[config.mk]
export PLATFORM = sky130hd
export DESIGN_NAME = rtc_seconds_core
export DESIGN_NICKNAME = d
export VERILOG_FILES = /design/src/rtl/rtc_pkg.sv /design/src/rtl/rtc_prescaler.sv /design/src/rtl/rtc_sec_counter.sv /design/src/rtl/rtc_snapshot_fsm.sv /design/src/rtl/rtc_event_irq.sv /design/src/rtl/rtc_seconds_core.sv
export SDC_FILE = /design/constraint.sdc
export NUM_CORES = 1
export LEC_CHECK = 0
export BUFFER_PORTS_ARGS = -buffer_cell sky130_fd_sc_hd__buf_2
export CORE_MARGIN = 2
export CORE_UTILIZATION = 45
export CTS_BUF_LIST = sky130_fd_sc_hd__clkbuf_8
export DETAILED_ROUTE_END_ITERATION = 8
export GPL_ROUTABILITY_DRIVEN = 0
export PLACE_DENSITY_LB_ADDON = 0.15
export SETUP_SLACK_MARGIN = 0.2
export SKIP_CTS_REPAIR_TIMING = 1
export SYNTH_ARGS = -nofsm -noshare
export SYNTH_HDL_FRONTEND = slang
export SYNTH_SLANG_ARGS = --single-unit
[constraint.sdc]
create_clock -name clk -period 3.2 [get_ports clk]
set_input_delay 0.64 -clock clk [delete_from_list [all_inputs] [get_ports clk]]
set_output_delay 0.64 -clock clk [all_outputs]
set_load 0.03 [all_outputs]
[src/rtl/rtc_pkg.sv]
package rtc_pkg;

    localparam int BUS_W = 32;
    localparam int LO_W  = 32;

    localparam int RA_TIME_LO  = 0;
    localparam int RA_TIME_HI  = 1;
    localparam int RA_CTRL     = 2;
    localparam int RA_ALARM_LO = 3;
    localparam int RA_ALARM_HI = 4;
    localparam int RA_STAT_RAW = 5;
    localparam int RA_STAT     = 6;
    localparam int RA_EN_SET   = 7;
    localparam int RA_EN_CLR   = 8;

    localparam int FMODE_LSB = 24;
    localparam logic [1:0] FMODE_SNAPSHOT = 2'd2;

    typedef enum logic {
        SNAP_LIVE = 1'b0,
        SNAP_HELD = 1'b1
    } snap_state_t;

endpackage

[src/rtl/rtc_prescaler.sv]
module rtc_prescaler #(
    parameter int DIV_W = 15
) (
    input  logic clk,
    input  logic rst_n,
    input  logic tick_i,
    input  logic clr_i,
    output logic sec_pulse_o
);

    logic [DIV_W-1:0] div_q;
    logic             at_top;

    assign at_top      = &div_q;
    assign sec_pulse_o = tick_i && at_top && !clr_i;

    always_ff @(posedge clk or negedge rst_n) begin
        if (!rst_n) begin
            div_q <= '0;
        end else if (clr_i) begin
            div_q <= '0;
        end else if (tick_i) begin
            div_q <= div_q + 1'b1;
        end
    end

endmodule

[src/rtl/rtc_sec_counter.sv]
module rtc_sec_counter #(
    parameter int CNT_W = 48,
    parameter int LO_W  = 32,
    localparam int HI_W = CNT_W - LO_W
) (
    input  logic             clk,
    input  logic             rst_n,
    input  logic             inc_i,
    input  logic             ld_lo_i,
    input  logic             ld_hi_i,
    input  logic [LO_W-1:0]  lo_val_i,
    input  logic [HI_W-1:0]  hi_val_i,
    output logic [CNT_W-1:0] cnt_o
);

    logic [CNT_W-1:0] cnt_q;

    always_ff @(posedge clk or negedge rst_n) begin
        if (!rst_n) begin
            cnt_q <= '0;
        end else if (ld_lo_i || ld_hi_i) begin
            if (ld_lo_i) cnt_q[LO_W-1:0]     <= lo_val_i;
            if (ld_hi_i) cnt_q[CNT_W-1:LO_W] <= hi_val_i;
        end else if (inc_i) begin
            cnt_q <= cnt_q + 1'b1;
        end
    end

    assign cnt_o = cnt_q;

endmodule

[src/rtl/rtc_snapshot_fsm.sv]
module rtc_snapshot_fsm
    import rtc_pkg::*;
#(
    parameter int HI_W = 16
) (
    input  logic            clk,
    input  logic            rst_n,
    input  logic            snap_en_i,
    input  logic            lo_rd_i,
    input  logic            hi_rd_i,
    input  logic [HI_W-1:0] live_hi_i,
    output logic [HI_W-1:0] hi_view_o,
    output logic [HI_W-1:0] snap_o,
    output snap_state_t     state_o
);

    snap_state_t     state_q, state_d;
    logic [HI_W-1:0] snap_q;
    logic            capture;

    assign capture = snap_en_i && lo_rd_i;

    always_comb begin
        state_d = state_q;
        unique case (state_q)
            SNAP_LIVE: if (capture) state_d = SNAP_HELD;
            SNAP_HELD: begin
                if (capture)                     state_d = SNAP_HELD;
                else if (!snap_en_i || hi_rd_i)  state_d = SNAP_LIVE;
            end
            default: state_d = SNAP_LIVE;
        endcase
    end

    always_ff @(posedge clk or negedge rst_n) begin
        if (!rst_n) begin
            state_q <= SNAP_LIVE;
            snap_q  <= '0;
        end else begin
            state_q <= state_d;
            if (capture) snap_q <= live_hi_i;
        end
    end

    always_comb begin
        unique case (state_q)
            SNAP_HELD: hi_view_o = snap_q;
            default:   hi_view_o = live_hi_i;
        endcase
    end

    assign snap_o  = snap_q;
    assign state_o = state_q;

endmodule

[src/rtl/rtc_event_irq.sv]
module rtc_event_irq #(
    parameter int CNT_W = 48,
    parameter int NSRC  = 2
) (
    input  logic             clk,
    input  logic             rst_n,
    input  logic [CNT_W-1:0] cnt_i,
    input  logic [CNT_W-1:0] alarm_i,
    input  logic             alt_evt_i,
    input  logic [NSRC-1:0]  stat_clr_i,
    input  logic [NSRC-1:0]  en_set_i,
    input  logic [NSRC-1:0]  en_clr_i,
    output logic [NSRC-1:0]  raw_o,
    output logic [NSRC-1:0]  en_o,
    output logic             irq_o
);

    logic            match, match_q;
    logic [NSRC-1:0] evt;
    logic [NSRC-1:0] raw_q, en_q;

    assign match = (cnt_i == alarm_i);

    always_ff @(posedge clk or negedge rst_n) begin
        if (!rst_n) match_q <= 1'b1;
        else        match_q <= match;
    end

    always_comb begin
        evt    = '0;
        evt[0] = match && !match_q;
        if (NSRC > 1) evt[NSRC-1] = alt_evt_i;
    end

    for (genvar s = 0; s < NSRC; s++) begin : g_src
        always_ff @(posedge clk or negedge rst_n) begin
            if (!rst_n) begin
                raw_q[s] <= 1'b0;
                en_q[s]  <= 1'b0;
            end else begin
                if (evt[s])             raw_q[s] <= 1'b1;
                else if (stat_clr_i[s]) raw_q[s] <= 1'b0;
                if (en_set_i[s])        en_q[s]  <= 1'b1;
                else if (en_clr_i[s])   en_q[s]  <= 1'b0;
            end
        end
    end

    assign raw_o = raw_q;
    assign en_o  = en_q;
    assign irq_o = |(raw_q & en_q);

endmodule

[src/rtl/rtc_seconds_core.sv]
module rtc_seconds_core
    import rtc_pkg::*;
#(
    parameter int DIV_W  = 15,
    parameter int CNT_W  = 48,
    parameter int ADDR_W = 4
) (
    input  logic              clk,
    input  logic              rst_n,
    input  logic              tick_i,
    input  logic              alt_evt_i,
    input  logic              bus_wr_i,
    input  logic              bus_rd_i,
    input  logic [ADDR_W-1:0] bus_addr_i,
    input  logic [BUS_W-1:0]  bus_wdata_i,
    output logic [BUS_W-1:0]  bus_rdata_o,
    output logic              irq_o
);

    localparam int HI_W = CNT_W - LO_W;
    localparam int NSRC = 2;
    localparam int PAD_W = BUS_W - HI_W;

    function automatic logic hit(input logic [ADDR_W-1:0] a, input int idx);
        return a == ADDR_W'(idx);
    endfunction

    logic wr_lo, wr_hi, wr_ctrl, wr_alo, wr_ahi, stat_wr, en_set_wr, en_clr_wr;
    logic lo_rd, hi_rd, ld_any, sec_pulse;

    assign wr_lo     = bus_wr_i && hit(bus_addr_i, RA_TIME_LO);
    assign wr_hi     = bus_wr_i && hit(bus_addr_i, RA_TIME_HI);
    assign wr_ctrl   = bus_wr_i && hit(bus_addr_i, RA_CTRL);
    assign wr_alo    = bus_wr_i && hit(bus_addr_i, RA_ALARM_LO);
    assign wr_ahi    = bus_wr_i && hit(bus_addr_i, RA_ALARM_HI);
    assign stat_wr   = bus_wr_i && hit(bus_addr_i, RA_STAT);
    assign en_set_wr = bus_wr_i && hit(bus_addr_i, RA_EN_SET);
    assign en_clr_wr = bus_wr_i && hit(bus_addr_i, RA_EN_CLR);
    assign lo_rd     = bus_rd_i && hit(bus_addr_i, RA_TIME_LO);
    assign hi_rd     = bus_rd_i && hit(bus_addr_i, RA_TIME_HI);
    assign ld_any    = wr_lo || wr_hi;

    logic [1:0]       fmode_q;
    logic [CNT_W-1:0] alarm_q;

    always_ff @(posedge clk or negedge rst_n) begin
        if (!rst_n) begin
            fmode_q <= '0;
            alarm_q <= '0;
        end else begin
            if (wr_ctrl) fmode_q <= bus_wdata_i[FMODE_LSB +: 2];
            if (wr_alo)  alarm_q[LO_W-1:0]     <= bus_wdata_i[LO_W-1:0];
            if (wr_ahi)  alarm_q[CNT_W-1:LO_W] <= bus_wdata_i[HI_W-1:0];
        end
    end

    rtc_prescaler #(.DIV_W(DIV_W)) u_presc (
        .clk         (clk),
        .rst_n       (rst_n),
        .tick_i      (tick_i),
        .clr_i       (ld_any),
        .sec_pulse_o (sec_pulse)
    );

    logic [CNT_W-1:0] cnt;

    rtc_sec_counter #(.CNT_W(CNT_W), .LO_W(LO_W)) u_cnt (
        .clk      (clk),
        .rst_n    (rst_n),
        .inc_i    (sec_pulse),
        .ld_lo_i  (wr_lo),
        .ld_hi_i  (wr_hi),
        .lo_val_i (bus_wdata_i[LO_W-1:0]),
        .hi_val_i (bus_wdata_i[HI_W-1:0]),
        .cnt_o    (cnt)
    );

    logic [HI_W-1:0] hi_view, snap_val;
    snap_state_t     snap_state;

    rtc_snapshot_fsm #(.HI_W(HI_W)) u_snap (
        .clk       (clk),
        .rst_n     (rst_n),
        .snap_en_i (fmode_q == FMODE_SNAPSHOT),
        .lo_rd_i   (lo_rd),
        .hi_rd_i   (hi_rd),
        .live_hi_i (cnt[CNT_W-1:LO_W]),
        .hi_view_o (hi_view),
        .snap_o    (snap_val),
        .state_o   (snap_state)
    );

    logic [NSRC-1:0] raw, en;

    rtc_event_irq #(.CNT_W(CNT_W), .NSRC(NSRC)) u_evt (
        .clk        (clk),
        .rst_n      (rst_n),
        .cnt_i      (cnt),
        .alarm_i    (alarm_q),
        .alt_evt_i  (alt_evt_i),
        .stat_clr_i (stat_wr   ? bus_wdata_i[NSRC-1:0] : '0),
        .en_set_i   (en_set_wr ? bus_wdata_i[NSRC-1:0] : '0),
        .en_clr_i   (en_clr_wr ? bus_wdata_i[NSRC-1:0] : '0),
        .raw_o      (raw),
        .en_o       (en),
        .irq_o      (irq_o)
    );

    always_comb begin
        bus_rdata_o = '0;
        if (bus_rd_i) begin
            case (int'(bus_addr_i))
                RA_TIME_LO:  bus_rdata_o = cnt[LO_W-1:0];
                RA_TIME_HI:  bus_rdata_o = {{PAD_W{1'b0}}, hi_view};
                RA_CTRL:     bus_rdata_o = BUS_W'(fmode_q) << FMODE_LSB;
                RA_ALARM_LO: bus_rdata_o = alarm_q[LO_W-1:0];
                RA_ALARM_HI: bus_rdata_o = {{PAD_W{1'b0}}, alarm_q[CNT_W-1:LO_W]};
                RA_STAT_RAW: bus_rdata_o = BUS_W'(raw);
                RA_STAT:     bus_rdata_o = BUS_W'(raw & en);
                RA_EN_SET,
                RA_EN_CLR:   bus_rdata_o = BUS_W'(en);
                default:     bus_rdata_o = '0;
            endcase
        end
    end

endmodule

## After elaboration in Yosys (flattened, before gate mapping)

Index checks and enable logic that the tools add are counted.

- Multiplexer cells: 24
- Reduce and logical (&&, ||, !) cells: 31
- Add/sub/neg operators: 2
- Bitwise gates (word level): 3
- Equality and inequality tests: 12

Operator list:

| cell | number |
|---|---|
| $pmux W32 S8 | 1 |
| $mux W48 | 2 |
| $mux W32 | 2 |
| $add A48 B1 Y48 const B | 1 |
| $eq A48 B48 Y1 | 1 |
| $mux W16 | 2 |
| $mux W15 | 2 |
| $eq A4 B3 Y1 const B | 4 |
| $add A15 B1 Y15 const B | 1 |
| $reduce_and A15 Y1 | 1 |
| $logic_and A1 B1 Y1 | 14 |
| $reduce_bool A2 Y1 | 6 |
| $mux W1 | 11 |
| $eq A4 B2 Y1 const B | 2 |
| $mux W2 | 3 |
| $and A2 B2 Y2 | 2 |
| $eq A4 B1 Y1 const B | 1 |
| $eq A4 B4 Y1 const B | 1 |
| $logic_not A4 Y1 | 1 |
| $ne A2 B1 Y1 const B | 2 |
| $reduce_and A2 Y1 | 2 |
| $reduce_or A2 Y1 | 2 |
| $logic_not A1 Y1 | 3 |
| $eq A2 B2 Y1 const B | 1 |
| other kinds (3) | 4 |

- Word-level logic and storage cells: 85
- Register bits: 135
- Bits of input ports: 42

## Logic depth before layout (Yosys ltp)

Gate-level depths: netlist (run 1).

- Word-level depth: 7
- Gate-level depth with buffers: 8

## Modules after synthesis

Synthesis (run 1) repeated with hierarchy kept, for this count alone.

- Cells, all modules: 809
- Area total of the unflattened synthesis: 8282.9 um^2

By module, submodules not included:

| module | times used | cells each | area each (um^2) |
|---|---|---|---|
| rtc_seconds_core | 1 | 261 | 2939.1 |
| rtc_sec_counter | 1 | 333 | 2909.0 |
| rtc_snapshot_fsm | 1 | 55 | 884.6 |
| rtc_prescaler | 1 | 81 | 835.8 |
| rtc_event_irq | 1 | 79 | 714.4 |

## Worst setup path before layout (run 1)

Ideal clock, no wire load.

- Path type: input to output
- From: in bus_addr_i[3]
- To: out bus_rdata_o[0]
- Slack: 146 ps
- Cell stages on the path: 8
- Arrival: 2414 ps
- Path buffers: 4
- Cells stage by stage: buf_2 nor2_1 clkbuf_1 and3_1 clkbuf_1 clkbuf_1 a22oi_1 a21oi_1

- Word-level cells in the longest chain between the ends: 4
- Elaborated cells between the ends (all ways): 12
- Classes of those cells: eq/ne: 8; mux: 2; reduce/logical: 2

RTL lines:

| element | line | source |
|---|---|---|
| start, declared | rtc_seconds_core.sv:14 | `input logic [ADDR_W-1:0] bus_addr_i,` |
| $eq A4 B3 Y1 or $eq A4 B4 Y1 (tied branches) | rtc_seconds_core.sv:112 | `case (int'(bus_addr_i))` |
| $reduce_or A2 Y1 | rtc_seconds_core.sv:112 |  |
| $pmux W32 S8 * | rtc_seconds_core.sv:112 |  |
| $mux W32 * | rtc_seconds_core.sv:111 | `if (bus_rd_i) begin` |
| end, declared | rtc_seconds_core.sv:16 | `output logic [BUS_W-1:0] bus_rdata_o,` |

Mark *: on every way between the ends. The rest lies on a longest branch, timed or not.

## Worst setup path after layout (run 1)

- From: in bus_addr_i[0]
- To: out bus_rdata_o[9]

The elaborated chain is that of the path after synthesis.

==> results.py, run 1 <==
metrics = {
    "floorplanning": {
        "core-area_mm2": 0.0181,
        "chipWidth_um": 140,
        "io-pin-count": 75,
        "core.rowCount": 49,
        "design.die.area_mm2": 0.0197,
        "initial_utilization": 0.462,
        "chipHeight_um": 140,
    },
    "power": {
        "leakage_power_nw": 3.98,
        "largest_vdd_supply_drop_v": 0.000332,
        "finalPower_w": 0.00469,
        "pwr_density_cell_mw_per_mm2": 495,
    },
    "setup_path": {
        "start_kind": "input port",
        "worst-endpoint-arrival_ps": 2230,
        "worst_setup_path_end_kind": "primary output",
        "worst-path-max-fanout": 18,
        "timing.critical_path.required_ps": 2560,
        "worstSetupPathType": "input port to primary output",
    },
    "finish": {
        "finalNetCount": 990,
        "syn_to_final_growth_pct": 13.3,
        "layout-drive-gt1-share": 0.241,
        "antenna_cells": 0,
        "final_area_mm2": 0.00947,
        "layout.cells.non_filler": 1188,
    },
    "logic_synthesis": {
        "postSynthRegisterBits": 135,
        "gate_count_of_the_mapped_netlist": 905,
        "async_flop_share": 1.00,
        "ys.warnings.count": 0,
        "synth_top_area_cell": "sky130_fd_sc_hd__dfrtp_1",
        "synth-edff-count": 0,
        "yosys-top-cells-area": "sky130_fd_sc_hd__dfrtp_1 40%, sky130_fd_sc_hd__mux2_2 9.3%, sky130_fd_sc_hd__xor2_1 5.9%, sky130_fd_sc_hd__nor2_1 4.6%, sky130_fd_sc_hd__clkbuf_1 3.1%",
        "synth_top_flop_cell": "sky130_fd_sc_hd__dfrtp_1",
        "synthesis.nets": 949,
        "synth_area_per_cell_um2": 9.23,
        "post_synth_num_cell_types": 62,
        "proportion_of_synthesized_chip_area_in_sequential_cells": 0.404,
        "yosys.area.top_type_share": 0.401,
        "mappedNetlistArea_mm2": 0.00836,
    },
    "cts": {
        "clkLatencyLatePin_ps": 450,
        "clk_pin_slew_ps": 80,
        "cts.sinks": 135,
        "clk_path_buf_depth": 2,
        "cts_tree": "yes",
        "clockRootBuffer": "sky130_fd_sc_hd__clkbuf_8",
        "cts-buffers-inserted": 17,
        "htree_levels": 4,
    },
    "routing": {
        "via_per_inst": 6.24,
        "routed_wl_um": 25700,
        "final_antenna_net_count": 0,
        "detail_route.drc_violations": 0,
        "dr.first_iter.drc_count": 585,
        "detailroute.via_count": 7411,
        "drt-pass1-iter-count": 5,
        "wl_per_cell_um": 21.6,
    },
    "sta": {
        "tightestPinTransition_ps": 788,
        "slew_viol_final": 0,
        "fmaxAchievable_mhz": 349,
        "timing.setup.tns_ps": 0,
        "layout_min_cycle_time_ps": 2870,
        "slew-limit-headroom": 0.472,
        "hold_viol": 0,
        "fin_skew_ps": 13.7,
        "grt_setup_unrepaired": "false",
        "final_worst_hold_slack_ps": 183,
        "final_min_period_over_clock_period": 0.896,
        "final-setup-viol-count": 0,
    },
    "placed_design": {
        "detailed_place.area_mm2": 0.00903,
        "portBuffers": 74,
        "place.detailed.instances": 1156,
        "hpwlAfterDp_um": 18500,
    },
    "status": {
        "run_status": "finished, final reports clean",
    },
    "run": {
        "maxCapViolCount": 0,
    },
    "grt": {
        "grt_max_degree": 68,
        "first_global_vias": 6958,
        "grt_overflow": 0,
        "grt_util_overall": 0.267,
        "antenna_found_initial": 0,
        "grt_pass1_wl_um": 40500,
    },
    "min_path": {
        "worstHoldPathType": "input port to asynchronous set/reset pin",
    },
}
-- layout make-up --
cell class | count | area [µm²]
Multi-Input combinational cell | 677 | 4660
Sequential cell | 135 | 3380
Clock buffer | 19 | 262
Fill cell | 1674 | 8620
Inverter | 5 | 18.8
Tap cell | 229 | 287
Clock inverter | 13 | 179
Timing Repair Buffer | 110 | 684
-- stage by stage --
step	setup WS [ps]	utilization
3_3_place_gp	440	0.499
5_1_grt	209	0.523
2_1_floorplan	248	-
3_5_place_dp	402	0.499
4_1_cts	211	0.523
6_report	334	0.523
-- flip-flops by register name (all words and copies together) (netlist names) --
name	flops
u_cnt.cnt_o	48
u_snap.state_o	1
u_evt.en_o	2
alarm_q	48
u_evt.match_q	1
u_evt.raw_o	2
u_presc.div_q	15
u_snap.snap_o	16
fmode_q	2
-- critical path, stage by stage --
cell and delay [ps]:
sky130_fd_sc_hd__buf_2 200, sky130_fd_sc_hd__nor2b_1 180, sky130_fd_sc_hd__nand2_1 430, sky130_fd_sc_hd__o21ai_0 200
sky130_fd_sc_hd__a221oi_1 310, sky130_fd_sc_hd__nor2_1 70, sky130_fd_sc_hd__buf_2 190
-- power breakdown --
| part | switching, W | internal [W] |
|---|---|---|
| logic | 0.000472 | 0.000379 |
| registers | 0.000302 | 0.00195 |
| clock network | 0.000701 | 0.000885 |
-- worst paths after layout --
path                                   from               end  slack [ps]  depth (start not counted)
hold reg to reg            u_snap.snap_o[7]  u_snap.snap_o[7]         490                          2
setup reg to reg            u_cnt.cnt_o[11]   u_cnt.cnt_o[39]         690                          6
setup / recovery              bus_addr_i[0]    bus_rdata_o[9]         330                          7
min in group clk                  alt_evt_i    u_evt.raw_o[1]         380                          2
hold / removal                        rst_n  u_presc.div_q[4]         180                          1
max in group asynchronous             rst_n   u_cnt.cnt_o[42]        2230                          2
-- synth_stat cells (all sizes together) (3+ instances only) --
master     n
a31oi      9
a41o       5
and4       4
inv        5
nor2     102
clkbuf    69
nor4      26
and2      10
and3      11
o22ai      5
a221oi    14
nor2b      4
o22a      23
a21oi     41
mux2i     19
a211oi    16
dfrtp    134
a22oi     20
nor3      19
nand2     64
or4        5
or3        4
nand3     23
o2bb2ai    4
nand4     33
xor2      56
nand2b     3
xnor2      5
o21a       3
a41oi      8
o21ai     34
buf       19
a311oi     7
o31ai      5
mux2      69
-- layer usage --
metal,part of all wire,track usage,vias up
met4,0.016,0.0766,0
met1,0.48,0.391,3675
met3,0.068,0.0612,32
li1,-,-,3455
met2,0.44,0.398,249
met5,0,0,-
-- cell usage in the layout, fill, tap and decap left out, types with 20 or more instances in the layout --
master and n:
sky130_fd_sc_hd__nand2_1 64, sky130_fd_sc_hd__a21oi_1 39, sky130_fd_sc_hd__nor4_1 23, sky130_fd_sc_hd__nor2_1 102, sky130_fd_sc_hd__mux2_2 69, sky130_fd_sc_hd__buf_2 73
sky130_fd_sc_hd__a22oi_1 20, sky130_fd_sc_hd__o21ai_0 34, sky130_fd_sc_hd__nand3_1 23, sky130_fd_sc_hd__xor2_1 56, sky130_fd_sc_hd__dfrtp_1 133, sky130_fd_sc_hd__nand4_1 31
sky130_fd_sc_hd__o22a_1 23, sky130_fd_sc_hd__buf_4 33
-- kinds of logic after synthesis --
family | after synthesis | synth area share
and+or+nand+nor | 317 | 0.192
AOI/OAI and AO/OA | 209 | 0.177
DFF | 135 | 0.404
buffers and inverters | 93 | 0.0437
muxes | 88 | 0.116
xor gates and xnor gates | 61 | 0.0639
adders and majority gates | 2 | 0.00299
No activity file was read; power rests on OpenSTA's default activity.
==> inputs of run 2 (changes only) <==
--- a/config.mk
+++ b/config.mk
@@ -6,7 +6,6 @@
 export NUM_CORES = 1
 export LEC_CHECK = 0
 export BUFFER_PORTS_ARGS = -buffer_cell sky130_fd_sc_hd__buf_2
-export CORE_MARGIN = 2
 export CORE_UTILIZATION = 45
 export CTS_BUF_LIST = sky130_fd_sc_hd__clkbuf_8
 export DETAILED_ROUTE_END_ITERATION = 8
==> run 2 against run 1 <==
  * The run now ends with DRC left
  * Via count shrank 0.38%
  * Highest routed layer unchanged
  * Largest power group unchanged
  * Final cell count decreased by 0.42%
  * Cell area shrank 0.32%
==> results.py, run 2 (synthesis gave the netlist of run 1 again) <==
metrics = {
    "finish": {
        "final_area_mm2": 0.00944,
        "layout_commonest_cell": "sky130_fd_sc_hd__dfrtp_1",
        "syn_to_final_growth_pct": 13.0,
        "finalNetCount": 985,
        "antenna_cells": 0,
        "layout-drive-gt1-share": 0.236,
        "fillers": 1717,
        "mostFrequentLayoutCells": "134 x sky130_fd_sc_hd__dfrtp_1, 102 x sky130_fd_sc_hd__nor2_1, 73 x sky130_fd_sc_hd__buf_2",
    },
    "cts": {
        "cts-buffers-inserted": 17,
        "clk_path_buf_depth": 2,
        "cts.sinks": 135,
        "clockRootBuffer": "sky130_fd_sc_hd__clkbuf_8",
        "clkLatencyLatePin_ps": 460,
        "clk_pin_slew_ps": 80,
        "cts_tree": "yes",
        "htree_levels": 4,
    },
    "routing": {
        "dr.first_iter.drc_count": 596,
        "final_antenna_net_count": 0,
        "detailroute.via_count": 7383,
        "via_per_inst": 6.24,
        "drt-pass1-iter-count": 7,
        "routed_wl_um": 25700,
        "detail_route.drc_violations": 8,
        "wl_per_cell_um": 21.7,
    },
    "setup_path": {
        "worst-r2r-setup-slack_ps": 710,
        "path_common_cell": "sky130_fd_sc_hd__buf_2",
        "worst_setup_path_end_kind": "primary output",
        "timing.critical_path.required_ps": 2560,
        "worstSetupPathType": "input port to primary output",
        "worst-endpoint-arrival_ps": 2230,
        "cp_cell_sequence": "buf_2, nor2b_1, nand2_1, o21ai_0, a221oi_1, nor2_1, buf_2",
        "worst-path-max-fanout": 16,
        "critical-path-max-stage-delay_ps": 410,
        "slowest_cell_on_the_critical_path": "sky130_fd_sc_hd__nand2_1",
        "start_kind": "input port",
    },
    "sta": {
        "fin_skew_ps": 12.4,
        "layout_min_cycle_time_ps": 2870,
        "hold_viol": 0,
        "final_min_period_over_clock_period": 0.897,
        "tightestPinTransition_ps": 682,
        "slew-limit-headroom": 0.541,
        "slew_viol_final": 0,
        "final-setup-viol-count": 0,
        "timing.setup.tns_ps": 0,
        "fmaxAchievable_mhz": 348,
        "grt_setup_unrepaired": "false",
    },
    "floorplanning": {
        "core.rowCount": 49,
        "design.die.area_mm2": 0.0191,
        "chipHeight_um": 138,
        "io-pin-count": 75,
        "core-area_mm2": 0.0181,
        "chipWidth_um": 138,
        "initial_utilization": 0.462,
    },
    "grt": {
        "grt_util_overall": 0.279,
        "grt_overflow": 0,
        "grt_pass1_wl_um": 41000,
        "antenna_found_initial": 0,
        "grt_max_degree": 63,
        "first_global_vias": 6980,
    },
    "power": {
        "finalPower_w": 0.00464,
        "largest_vdd_supply_drop_v": 0.000267,
        "pwr_density_cell_mw_per_mm2": 492,
        "leakage_power_nw": 3.96,
    },
    "status": {
        "run_status": "complete, but fails checks",
        "failed_checks": "DRC",
    },
    "placed_design": {
        "hpwlAfterDp_um": 18100,
        "portBuffers": 74,
        "detailed_place.area_mm2": 0.00901,
    },
    "min_path": {
        "worstHoldPathType": "input port to asynchronous set/reset pin",
    },
    "run": {
        "maxCapViolCount": 0,
    },
}
run 2: power breakdown:
part / switching, W / internal [W] / total (W)
sequential: 0.000307 / 0.00195 / 0.00225
clock: 0.000715 / 0.000831 / 0.00155
combinational: 0.000462 / 0.000379 / 0.000841
total: 0.00148 / 0.00316 / 0.00464
run 2: cell type report:
| class | instances | area [µm²] | area share |
|---|---|---|---|
| multi-input cells | 677 | 4660 | 0.493 |
| well taps | 229 | 287 | 0.0304 |
| repair buffers | 105 | 672 | 0.0712 |
| clock inverters | 12 | 149 | 0.0158 |
| clock buffers | 20 | 275 | 0.0292 |
| flip-flops and latches | 135 | 3380 | 0.358 |
| inverters | 5 | 18.8 | 0.00199 |
run 2: final timing paths:
| kind | to | depth (start not counted) | start |
|---|---|---|---|
| hold / removal | u_presc.div_q[7] | 1 | rst_n |
| setup reg to reg | u_cnt.cnt_o[43] | 5 | u_cnt.cnt_o[11] |
| min in group clk | u_evt.raw_o[1] | 2 | alt_evt_i |
| setup / recovery | bus_rdata_o[4] | 7 | bus_addr_i[1] |
| hold reg to reg | u_snap.snap_o[7] | 2 | u_snap.snap_o[7] |
| max in group asynchronous | u_evt.match_q | 2 | rst_n |
run 2: worst max-delay path: cells and delay by family:
kind / cells / cell delay [ps]
buffers and inverters: 2 / 470
AOI/OAI and AO/OA: 2 / 540
and+or+nand+nor: 3 / 570
run 2: through the flow:
stage | setup slack, ps | hold slack (ps) | std cells | util
global route | 221 | 79.3 | 1183 | 0.522
detailed placement | 410 | 475 | 1151 | 0.498
finish | 330 | 74.4 | 1183 | 0.522
CTS | 396 | 64.1 | 1183 | 0.522
floorplan | 248 | 344 | 905 | -
global placement | 476 | 465 | 1151 | 0.498
run 2: per-layer routing:
| metal | wire (µm) | vias up | GRT usage |
|---|---|---|---|
| li1 | - | 3436 | - |
| met1 | 12400 | 3638 | 0.419 |
| met2 | 11200 | 278 | 0.411 |
| met3 | 1720 | 31 | 0.0488 |
| met4 | 408 | 0 | 0.0798 |
| met5 | 0 | - | 0 |
